**src/rtl/vbs_pkg.sv**
```systemverilog
package vbs_pkg;

    typedef enum logic {
        ST_IDLE = 1'b0,
        ST_RUN  = 1'b1
    } vbs_state_t;

    localparam int ADDR_W       = 64;
    localparam int SP_ALIGN_LSB = 4;

    typedef struct packed {
        logic [ADDR_W-1:0] base;
        logic [ADDR_W-1:0] index;
        logic [1:0]        sz;
        logic              fault;
    } vbs_req_t;

    function automatic logic sp_misaligned(input logic [ADDR_W-1:0] b);
        return |b[SP_ALIGN_LSB-1:0];
    endfunction

endpackage

```
**src/rtl/vbs_elem_mask.sv**
```systemverilog
module vbs_elem_mask #(
    parameter int PW = 16
) (
    input  logic [PW-1:0] pred,
    input  logic [1:0]    sz,
    output logic [PW-1:0] active
);
    logic [PW-1:0] cand [4];

    for (genvar s = 0; s < 4; s++) begin : g_size
        for (genvar g = 0; g < PW; g++) begin : g_elem
            localparam int BYTE_POS = g << s;
            if (BYTE_POS < PW) begin : g_in
                assign cand[s][g] = pred[BYTE_POS];
            end else begin : g_out
                assign cand[s][g] = 1'b0;
            end
        end
    end

    assign active = cand[sz];
endmodule

```
**src/rtl/vbs_pick.sv**
```systemverilog
module vbs_pick #(
    parameter int PW = 16,
    parameter int IW = 4
) (
    input  logic [PW-1:0] pending,
    output logic [IW-1:0] idx,
    output logic          any
);
    always_comb begin
        idx = '0;
        for (int i = PW - 1; i >= 0; i--) begin
            if (pending[i]) idx = IW'(i);
        end
        any = |pending;
    end
endmodule

```
**src/rtl/vbs_addr_gen.sv**
```systemverilog
module vbs_addr_gen #(
    parameter int VLEN = 128,
    parameter int IW   = 4
) (
    input  logic [VLEN-1:0] vec,
    input  logic [63:0]     base,
    input  logic [63:0]     index,
    input  logic [1:0]      sz,
    input  logic [IW-1:0]   elem,
    output logic [63:0]     addr,
    output logic [7:0]      data
);
    logic [IW-1:0]   byte_off;
    logic [IW+2:0]   bit_off;

    assign byte_off = elem << sz;
    assign bit_off  = {byte_off, 3'b000};
    assign data     = vec[bit_off +: 8];
    assign addr     = base + index + 64'(elem);
endmodule

```
**src/rtl/vec_byte_store.sv**
```systemverilog
module vec_byte_store
    import vbs_pkg::*;
#(
    parameter int VLEN = 128
) (
    input  logic              clk,
    input  logic              rst,
    input  logic              start,
    input  logic [VLEN-1:0]   vec_data,
    input  logic [VLEN/8-1:0] pred,
    input  logic [63:0]       base,
    input  logic [63:0]       index,
    input  logic [1:0]        elem_sz,
    input  logic              base_is_sp,
    input  logic              sp_chk_empty,
    output logic              busy,
    output logic              done,
    output logic              fault,
    output logic              wr_en,
    output logic [63:0]       wr_addr,
    output logic [7:0]        wr_data
);
    localparam int PW = VLEN / 8;
    localparam int IW = $clog2(PW);

    vbs_state_t    state_q;
    vbs_req_t      req_q;
    logic [VLEN-1:0] vec_q;
    logic [PW-1:0] left_q;

    logic [PW-1:0] act_in;
    logic          any_in;
    logic          fault_in;
    logic [IW-1:0] cur;
    logic          any_left;
    logic          running;

    vbs_elem_mask #(.PW(PW)) u_mask (
        .pred   (pred),
        .sz     (elem_sz),
        .active (act_in)
    );

    assign any_in   = |act_in;
    assign fault_in = base_is_sp && sp_misaligned(base) && (any_in || sp_chk_empty);

    vbs_pick #(.PW(PW), .IW(IW)) u_pick (
        .pending (left_q),
        .idx     (cur),
        .any     (any_left)
    );

    vbs_addr_gen #(.VLEN(VLEN), .IW(IW)) u_addr (
        .vec   (vec_q),
        .base  (req_q.base),
        .index (req_q.index),
        .sz    (req_q.sz),
        .elem  (cur),
        .addr  (wr_addr),
        .data  (wr_data)
    );

    always_ff @(posedge clk) begin
        if (rst) begin
            state_q <= ST_IDLE;
            left_q  <= '0;
            req_q   <= '0;
            vec_q   <= '0;
        end else begin
            case (state_q)
                ST_IDLE: begin
                    if (start) begin
                        state_q     <= ST_RUN;
                        vec_q       <= vec_data;
                        req_q.base  <= base;
                        req_q.index <= index;
                        req_q.sz    <= elem_sz;
                        req_q.fault <= fault_in;
                        left_q      <= fault_in ? '0 : act_in;
                    end
                end
                default: begin
                    if (!any_left) state_q <= ST_IDLE;
                    else           left_q[cur] <= 1'b0;
                end
            endcase
        end
    end

    assign running = (state_q == ST_RUN);
    assign busy    = running;
    assign wr_en   = running && any_left;
    assign done    = running && !any_left;
    assign fault   = done && req_q.fault;
endmodule

```
**config.mk**
```make
export PLATFORM = sky130hd
export DESIGN_NAME = vec_byte_store
export DESIGN_NICKNAME = d
export VERILOG_FILES = /design/src/rtl/vbs_pkg.sv /design/src/rtl/vbs_elem_mask.sv /design/src/rtl/vbs_pick.sv /design/src/rtl/vbs_addr_gen.sv /design/src/rtl/vec_byte_store.sv
export SDC_FILE = /design/constraint.sdc
export NUM_CORES = 1
export LEC_CHECK = 0
export ABC_AREA = 1
export BUFFER_PORTS_ARGS = -buffer_cell sky130_fd_sc_hd__buf_2
export CELL_PAD_IN_SITES_DETAIL_PLACEMENT = 0
export CELL_PAD_IN_SITES_GLOBAL_PLACEMENT = 1
export CORE_ASPECT_RATIO = 0.8
export CORE_UTILIZATION = 42
export CTS_CLUSTER_SIZE = 8
export DETAILED_ROUTE_END_ITERATION = 6
export HOLD_SLACK_MARGIN = 0.15
export PLACE_DENSITY_LB_ADDON = 0.1
export SLEW_MARGIN = 20
export SYNTH_ARGS = -nofsm -noshare
export SYNTH_HDL_FRONTEND = slang
export SYNTH_SLANG_ARGS = --single-unit
```
**constraint.sdc**
```tcl
create_clock -name clk -period 10.15 [get_ports clk]
set_input_delay 1.015 -clock clk [delete_from_list [all_inputs] [get_ports clk]]
set_output_delay 1.015 -clock clk [all_outputs]
set_load 0.05 [all_outputs]
```
==> results.yml <==
run_status:
  status: "completed"
synth:
  synth-edff-count: 0
  synth_flop_cell: "dfxtp_1"
  ys_async_sr_fraction_pct: 0
  synth-compound-area-share_pct: 20.1
  yosys.area_share.xor_xnor_pct: 3.21
  synth_seq_cells: 276
  seq_area_frac_synth_pct: 34.3
  synth.avg_cell_area_um2: 6.79
  syn-cell-area_um2: 16100
  post_synth_fa_ha_maj_area_fraction_pct: 10.0
  ys_warn_count: 0
  synth-simple-area-share_pct: 23.7
  netlist_instances: 2372
  synthesis.nets: 2777
  synth_cell_type_count: 50
  synth_top_family_by_area: "simple AND/OR/NAND/NOR gates"
  synth.area.mux_share_pct: 0
cts:
  clock_latency_ns: 0.55
  cts_setup_buffers: 0
  htreeDepth: 2
  cts_tree: "done"
  cts_buffers: 40
  ctsResizeCount: 0
  clockBufferDepth: 3
  clk_pin_slew_worst_paths_ns: 0.05
  clock-sinks: 276
  cts_root_buffer: "clkbuf_16"
  hold_buffers: 0
timing:
  finalHoldViolations: 0
  worstMarginPinSlew_ns: 0.983
  setup_tns_ns: 0
  finClkSkew_ns: 0.0174
  period_needed_ns: 6.47
  fin_crit_sh_pct: 63.8
  fmax_ghz: 0.154
  setup_viol: 0
  timing.slew.headroom_pct: 34.5
  drv_slew: 0
  rsz0062_at_grt: "no"
route:
  vias: 16800
  detail_route.first_pass.iterations: 5
  drc: 0
  drt_wl_total_um: 56000
  vias_per_cell: 5.32
  drtAntennaViolNets: 0
  wl_per_cell_um: 17.7
  drt-initial-drc-count: 1338
critical_path:
  end_kind: "output port"
  arrival_ns: 5.46
  cp_slowest_stage_delay_ns: 0.53
  cp_slowest_cell: "a21oi_1"
  cp_max_fo: 9
  crit_chain: "nor4_1 > nand4_1 > a21oi_2 > fa_1 > ha_1 > a21oi_1 > nand2_1 > a21oi_1 > o21ai_1 > a21oi_1 > o21ai_1 > a21oi_1 > o21ai_1 > nand2_1 > inv_1 > o21ai_0 > nand3_1 > nand2_1 > buf_2"
  cp.required_ns: 9.14
  crit_family: "compound AO/OA/AOI/OAI gates"
  critPathBufInv: 2
  cp-start-kind: "register"
  path_class: "register to output port"
  cp_common_cell: "a21oi_1"
power_and_ir_drop:
  p_leak_uw: 0.00959
  cellPowerDensity_nw_per_um2: 202
  vdd_drop_max_uv: 110
grt:
  grt_pass1_wl_um: 86400
  grt_pass1_vias: 15700
  grt_max_degree: 159
  grt_antenna_before_repair: 7
  grt_overflow: 0
  grt_usage_pct: 27.9
die:
  rows: 63
  die_w_um: 221
  ioPinCount: 355
  start_util_pct: 43.0
  die-area_um2: 39100
  die_height_um: 177
  core_um2: 37400
job:
  max_cap_violations: 0
finish:
  final_cell_mix: "441 x nor2_1, 354 x buf_2, 328 x o21ai_0, 313 x nand2_1, 276 x dfxtp_1"
  fill_cells: 3874
  nets: 3065
  area_growth_pct: 19.2
  final_common_cell: "nor2_1"
  final_cell_area_um2: 19200
  final_layout_size_suffix_gt1_share_pct: 16.0
placed_design:
  hpwl_um: 42500
  postPlaceCellArea_um2: 18100
  gp_congestion: 0.936
  port_buffers: 354
worst_hold_path:
  holdCritPathClass: "register to register"
-- cells by family (layout without fill, tap and decap cells) --
kind of cell | count (synthesis) | in the layout
and+or+nand+nor | 940 | 940
AOI/OAI and AO/OA | 612 | 612
buffers and inverters | 359 | 651
DFF | 276 | 276
adders and majority gates | 126 | 126
xor gates and xnor gates | 59 | 59
other | 0 | 7
-- final timing paths --
path	cells past startpoint	end	start	slack, ns
min	2	vec_q[29]$_SDFFE_PP0P_	vec_q[29]$_SDFFE_PP0P_	0.45
max	19	wr_addr[54]	left_q[0]$_SDFFE_PP0P_	3.68
max reg2reg	5	vec_q[7]$_SDFFE_PP0P_	busy$_SDFF_PP0_	7.12
min reg2reg	2	vec_q[29]$_SDFFE_PP0P_	vec_q[29]$_SDFFE_PP0P_	0.45
-- final cells by class --
cell class / instances / area, µm² / area share (%)
clock inverter: 3 / 45.0 / 0.235
inverter: 243 / 925 / 4.82
tap: 487 / 609 / 3.17
antenna: 7 / 17.5 / 0.0913
clock buffer: 43 / 1020 / 5.33
sequential: 276 / 5530 / 28.8
timing repair buffer: 362 / 1840 / 9.61
multi-input combinational: 1737 / 9210 / 48.0
-- registers in the layout, indices dropped and copies added, names as in the netlist --
signal / count
left_q: 16
vec_q: 128
busy: 1
req_q: 131
-- cell usage after synthesis, types with 3 or more instances --
cell      number  area share [%]
a21oi_1      198             6.2
xor2_1        39             2.1
nor4_1         3            0.12
nor2_1       442              10
ha_1         121             9.4
fa_1           5            0.62
nor3_1        12            0.37
nand3_1      143             4.4
xnor2_1       20             1.1
buf_2         16            0.50
a21o_1         7            0.33
a21boi_0       4            0.19
o21ai_2        3            0.16
o21ai_0      328              10
dfxtp_1      276              34
nand2_1      313             7.3
clkbuf_1      96             2.2
a21oi_2        3            0.16
nand4_1       15            0.58
o21a_1         6            0.28
inv_1        239             5.6
a31oi_1       35             1.4
o211ai_1       6            0.28
o21ai_1        7            0.22
-- stage by stage --
step	util, %	hold WS [ns]	total power, µW	setup slack (ns)	std cells
2_1_floorplan	-	0.425	2270	4.87	2372
3_3_place_gp	48.3	0.434	2680	4.38	3104
3_5_place_dp	48.3	0.443	2680	4.29	3104
4_1_cts	51.2	0.449	3890	3.68	3150
5_1_grt	51.3	0.474	4070	3.33	3158
6_report	51.3	0.449	3870	3.68	3158
-- routing by layer --
| metal | GRT usage [%] | wire length (µm) | vias to the layer above |
|---|---|---|---|
| met4 | 7.37 | 1190 | 2 |
| met1 | 41.0 | 27600 | 7791 |
| met2 | 41.6 | 23500 | 533 |
| met5 | 0 | 17 | - |
| li1 | - | - | 8397 |
| met3 | 4.81 | 3710 | 79 |
-- power by group --
part           switching, µW  internal (µW)  leakage (µW)
clock network            483            707      0.000524
logic                   1050            386       0.00678
registers               52.2           1190       0.00229
-- worst min-delay path: cells and delay by family, from the launching register on --
family,cells,cell delay (ns)
compound gates,1,0.05
flops,1,0.29
buf+inv,1,0.05
No activity file was read; power rests on OpenSTA's default activity.
